<file path="src/rtl/lock_pkg.sv">
package lock_pkg;
    localparam int CODE_W = 4;
    localparam int STEPS  = 4;
    localparam int POS_W  = $clog2(STEPS);

    typedef logic [CODE_W-1:0] code_t;

    typedef enum logic [1:0] {
        ST_ENTRY = 2'd0,
        ST_OPEN  = 2'd1,
        ST_FAIL  = 2'd2
    } lock_state_e;

    typedef struct packed {
        logic [POS_W-1:0] pos;
        logic             miss;
    } entry_ctx_t;

    function automatic code_t secret_at(input logic [CODE_W*STEPS-1:0] s,
                                        input logic [POS_W-1:0] idx);
        return s[int'(idx)*CODE_W +: CODE_W];
    endfunction
endpackage

</file>
<file path="src/rtl/lock_sync.sv">
module lock_sync #(
    parameter int W = 1
) (
    input  logic         clk,
    input  logic         rst,
    input  logic [W-1:0] din,
    output logic [W-1:0] dout
);
    logic [W-1:0] meta_q;

    always_ff @(posedge clk) begin
        if (rst) begin
            meta_q <= '0;
            dout   <= '0;
        end else begin
            meta_q <= din;
            dout   <= meta_q;
        end
    end
endmodule

</file>
<file path="src/rtl/lock_debounce.sv">
module lock_debounce #(
    parameter int TICK_DIV = 50000,
    parameter int STABLE_N = 4
) (
    input  logic clk,
    input  logic rst,
    input  logic din,
    output logic dout
);
    localparam int TW = $clog2(TICK_DIV + 1);
    localparam int SW = $clog2(STABLE_N + 1);

    logic [TW-1:0] tick_cnt;
    logic [SW-1:0] hold_cnt;
    logic          tick;

    assign tick = (tick_cnt == TW'(TICK_DIV - 1));

    always_ff @(posedge clk) begin
        if (rst || tick) tick_cnt <= '0;
        else             tick_cnt <= tick_cnt + 1'b1;
    end

    always_ff @(posedge clk) begin
        if (rst) begin
            hold_cnt <= '0;
            dout     <= 1'b0;
        end else if (din == dout) begin
            hold_cnt <= '0;
        end else if (tick) begin
            if (hold_cnt == SW'(STABLE_N - 1)) begin
                dout     <= din;
                hold_cnt <= '0;
            end else begin
                hold_cnt <= hold_cnt + 1'b1;
            end
        end
    end
endmodule

</file>
<file path="src/rtl/lock_edge.sv">
module lock_edge (
    input  logic clk,
    input  logic rst,
    input  logic level,
    output logic pulse
);
    logic prev_q;

    always_ff @(posedge clk) begin
        if (rst) prev_q <= 1'b0;
        else     prev_q <= level;
    end

    assign pulse = level & ~prev_q;
endmodule

</file>
<file path="src/rtl/lock_fsm.sv">
module lock_fsm
    import lock_pkg::*;
#(
    parameter logic [CODE_W*STEPS-1:0] SECRET = 16'h93C5
) (
    input  logic  clk,
    input  logic  rst,
    input  logic  stb,
    input  code_t code,
    output logic  open_o,
    output logic  fail_o
);
    lock_state_e st, st_n;
    entry_ctx_t  ctx, ctx_n;
    logic        miss_now;

    always_comb begin
        st_n     = st;
        ctx_n    = ctx;
        miss_now = ctx.miss;
        case (st)
            ST_ENTRY: begin
                if (stb) begin
                    miss_now = ctx.miss | (code != secret_at(SECRET, ctx.pos));
                    if (ctx.pos == POS_W'(STEPS - 1)) begin
                        st_n  = miss_now ? ST_FAIL : ST_OPEN;
                        ctx_n = '0;
                    end else begin
                        ctx_n.pos  = ctx.pos + 1'b1;
                        ctx_n.miss = miss_now;
                    end
                end
            end
            ST_OPEN, ST_FAIL: begin
                if (stb) begin
                    st_n  = ST_ENTRY;
                    ctx_n = '0;
                end
            end
            default: begin
                st_n  = ST_ENTRY;
                ctx_n = '0;
            end
        endcase
    end

    always_ff @(posedge clk) begin
        if (rst) begin
            st  <= ST_ENTRY;
            ctx <= '0;
        end else begin
            st  <= st_n;
            ctx <= ctx_n;
        end
    end

    assign open_o = (st == ST_OPEN);
    assign fail_o = (st == ST_FAIL);
endmodule

</file>
<file path="src/rtl/combo_lock.sv">
module combo_lock
    import lock_pkg::*;
#(
    parameter int TICK_DIV = 50000,
    parameter int STABLE_N = 4,
    parameter logic [CODE_W*STEPS-1:0] SECRET = 16'h93C5
) (
    input  logic              clk,
    input  logic              rst,
    input  logic              btn_n,
    input  logic [CODE_W-1:0] sw,
    output logic              open_o,
    output logic              fail_o
);
    logic [CODE_W:0] raw_in, sync_out;
    logic            pressed_clean;
    logic            entry_stb;

    assign raw_in = {sw, ~btn_n};

    lock_sync #(.W(CODE_W + 1)) sync_i (
        .clk(clk), .rst(rst), .din(raw_in), .dout(sync_out)
    );

    lock_debounce #(.TICK_DIV(TICK_DIV), .STABLE_N(STABLE_N)) deb_i (
        .clk(clk), .rst(rst), .din(sync_out[0]), .dout(pressed_clean)
    );

    lock_edge edge_i (
        .clk(clk), .rst(rst), .level(pressed_clean), .pulse(entry_stb)
    );

    lock_fsm #(.SECRET(SECRET)) fsm_i (
        .clk(clk), .rst(rst), .stb(entry_stb), .code(sync_out[CODE_W:1]),
        .open_o(open_o), .fail_o(fail_o)
    );
endmodule

</file>
<file path="config.mk">
export PLATFORM = sky130hd
export DESIGN_NAME = combo_lock
export DESIGN_NICKNAME = d
export VERILOG_FILES = /design/src/rtl/lock_pkg.sv /design/src/rtl/lock_sync.sv /design/src/rtl/lock_debounce.sv /design/src/rtl/lock_edge.sv /design/src/rtl/lock_fsm.sv /design/src/rtl/combo_lock.sv
export SDC_FILE = /design/constraint.sdc
export NUM_CORES = 1
export LEC_CHECK = 0
export CORE_MARGIN = 3
export CORE_UTILIZATION = 42
export CTS_CLUSTER_DIAMETER = 50
export DETAILED_ROUTE_END_ITERATION = 8
export PLACE_DENSITY_LB_ADDON = 0.15
export SLEW_MARGIN = 30
export SYNTH_ARGS = -nofsm -noshare
export SYNTH_HDL_FRONTEND = slang
export SYNTH_SLANG_ARGS = --single-unit
</file>
<file path="constraint.sdc">
create_clock -name clk -period 2 [get_ports clk]
set_input_delay 0.4 -clock clk [delete_from_list [all_inputs] [get_ports clk]]
set_output_delay 0.4 -clock clk [all_outputs]
set_load 0.05 [all_outputs]
</file>
==> qor.csv <==
stage;metric;value;unit
floorplanning;Initial Util;45.06;%
critical_path;CP max FO;7;
clocking;CTS tree;built;
synthesis;adder-cell share of the synthesized area;6.405;%
clocking;maximum level of the CTS H-tree;2;
sta;fin crit share;83.02;%
critical_path;CP startpoint kind;register;
synthesis;Post-Synth XOR/XNOR Area;8.407;%
floorplanning;FP Rows;21;
cells_and_area;fraction of layout instances using a drive strength above 1;9.392;%
sta;endpoints failing hold;0;
sta;fmax;0.6022;GHz
clocking;clk sinks;36;
placement;Buffers on Ports;8;
cells_and_area;Layout fillers;339;
placement;routability congestion estimate from global placement;0.7522;
cells_and_area;Final Util;52.16;%
critical_path;Reg-to-Reg Start;fsm_i.ctx[1];
routing;wire length per cell;11.20;um
sta;Worst-Margin Slew;302.3;ps
pwr;power per cell area;779.1;nW/um^2
synthesis;flops & latches, synth;36;
routing;WL met3;117;um
routing;wirelength, routed;2542;um
critical_path;Reg2Reg Setup Slack;340;ps
floorplanning;die width;67;um
floorplanning;io pins;9;
sta;PnR worst setup slack;339.5;ps
cells_and_area;antenna cells;0;
clocking;clk root buf;clkbuf_8;
critical_path;reg2reg end;fsm_i.st[0];
worst_hold_path;Worst Hold Class;reg -> reg;
floorplanning;die area;4489;sq um
placement;placed cell areas;1698;sq um
worst_hold_path;Worst Hold Depth;1;
synthesis;synthesized area per cell;9.414;sq um
clocking;cts bufs inserted;5;
sta;Worst Skew;5.213;ps
placement;dpl ws;287.3;ps
sta;RSZ-0062 raised after global routing;false;
worst_hold_path;hold_sp;sync_i.meta_q[3];
clocking;# hold bufs at CTS;0;
synthesis;post-synth cell types;36;
global_routing;first-pass GRT wire length;4671;um
routing;Initial DRC Count;25;
placement;Inst Count DP;219;
synthesis;Synth Area in Compound Gates;6.245;%
cells_and_area;most frequent cells in the layout;dfxtp_1 (36), nor2_1 (28), inv_1 (12), xnor2_1 (12), nor2b_1 (11);
critical_path;CP Class;reg -> reg;
synthesis;yosys warns;0;
floorplanning;Core Area;3468;sq um
routing;met2 WL;1346;um
clocking;Worst-Skew Late Latency;290;ps
routing;wire length on met1;1031;um
critical_path;Critical Path RT;2240;ps
critical_path;CP arrival;1900;ps
global_routing;vias in the first global route;1113;
clocking;clock-pin slew on the worst setup and hold paths;70;ps
synthesis;Synth Instances;166;
routing;Via density;4.960;
pwr;Leakage;0.6899;nW
sta;setup TNS;0;ps
routing;post-route ant nets;0;
synthesis;mux cell area share after synthesis;1.281;%
clocking;Resized Gates After CTS;0;
cells_and_area;fin area;1809;sq um
floorplanning;Die Span Y;67;um
global_routing;antenna violations before repair;0;
sta;Worst slew margin;79.66;%
clocking;Max Buffers Root-to-Sink;2;
sta;Final min period;1660;ps
critical_path;Worst R2R Path Depth;6;
synthesis;Mapped Area;1563;sq um
synthesis;largest family of logic cells by synthesized area;simple AND/OR/NAND/NOR gates;
sta;WHS;432.0;ps
routing;Vias;1126;
routing;Top Layer Used;met4;
synthesis;Post-synth top flop;dfxtp_1;
cells_and_area;final layout net count;195;
synthesis;number of synthesized flops with an enable pin;0;
pwr;Overall Power;1.410;mW
global_routing;total grt overflow;0;
critical_path;CP endpoint kind;register;
flow_run;max_cap viols;0;
synthesis;Syn Nets;181;
global_routing;largest net degree at the start of global routing;16;
synthesis;ys async rst share;0;%
clocking;setup bufs post-CTS;0;
pwr;Worst VDD drop;0.5041;mV
outcome;status;finished, final reports clean;
cells_and_area;final std cells w/o fill;227;
sta;max-slew violations;0;
global_routing;total global-route track usage;14.29;%
routing;DRC;0;
synthesis;Post-Synth Simple-Gate Area;27.86;%
sta;Final setup viols;0;
worst_hold_path;hold path endpoint;sync_i.dout[3];
cells_and_area;commonest non-fill, non-tap cell in the layout;dfxtp_1;
placement;hpwl dp;1938;um
cells_and_area;area delta synth->final;15.77;%
routing;drt pass-1 iters;4;
synthesis;sequential cell area fraction in the yosys report;46.12;%
==> power by group <==
part | switching, mW | internal [mW] | total, mW
clock network | 0.257 | 0.368 | 0.626
registers | 0.00764 | 0.731 | 0.739
logic | 0.0204 | 0.0250 | 0.0453
==> registers in the layout (all words and copies together) (netlist names) <==
name            cells
sync_i.dout         5
deb_i.hold_cnt      3
deb_i.tick_cnt     16
fsm_i.ctx           3
fsm_i.st            2
deb_i.dout          1
edge_i.prev_q       1
sync_i.meta_q       5
==> layout make-up <==
class	instances	area [sq um]	area share [%]
Clock buffer	5	68.82	3.804
Timing Repair Buffer	10	90.09	4.979
Clock inverter	3	42.54	2.351
Tap cell	46	57.56	3.181
Inverter	12	45.04	2.490
Sequential cell	36	720.7	39.83
Multi-Input combinational cell	115	784.5	43.36
==> worst max path at each step <==
stage	from	endpoint	slack [ps]	cells past startpoint
global route	fsm_i.ctx[1]	fsm_i.ctx[0]	200	6
detailed placement	rst	fsm_i.st[0]	290	4
CTS	fsm_i.ctx[1]	fsm_i.st[1]	340	6
floorplan	fsm_i.ctx[1]	fsm_i.ctx[0]	470	6
global placement	rst	fsm_i.st[0]	330	4
finish	fsm_i.ctx[1]	fsm_i.st[0]	340	6
==> synthesized netlist by cell type (2+ instances only) <==
cell	number	area [sq um]
dfxtp_1	36	720.7
nor2_1	28	105.1
inv_1	12	45.04
xnor2_1	12	105.1
nor2b_1	11	68.82
ha_1	8	100.1
nor3_1	8	40.04
a21oi_1	5	25.02
nand2_1	5	18.77
nand3_1	5	25.02
nand2b_1	3	18.77
nor4_1	3	18.77
xor2_1	3	26.28
clkbuf_1	2	7.510
mux2i_1	2	20.02
nand3b_1	2	15.01
nand4_2	2	25.02
==> critical path: stages (launching register included) <==
cell      delay, ps
dfxtp_1         440
inv_1            70
ha_1            210
nor2b_1         130
a2111o_1        410
nor4_1          240
a21o_1          110
==> routing by layer <==
layer  global-route usage, %  vias up
li1                        -      586
met1                   13.75      517
met2                   25.40       19
met3                   6.577        4
met4                   6.835        0
met5                       0        -
==> kinds of logic (layout without fill, tap and decap cells) <==
group	Yosys count	after routing
XOR/XNOR	15	15
multiplexers	2	2
AND/OR/NAND/NOR	76	76
flip-flops	36	36
AO/OA/AOI/OAI	14	14
adder cells (fa/ha/maj)	8	8
buffers and inverters	15	30
Power figures use the tool's default switching activity.
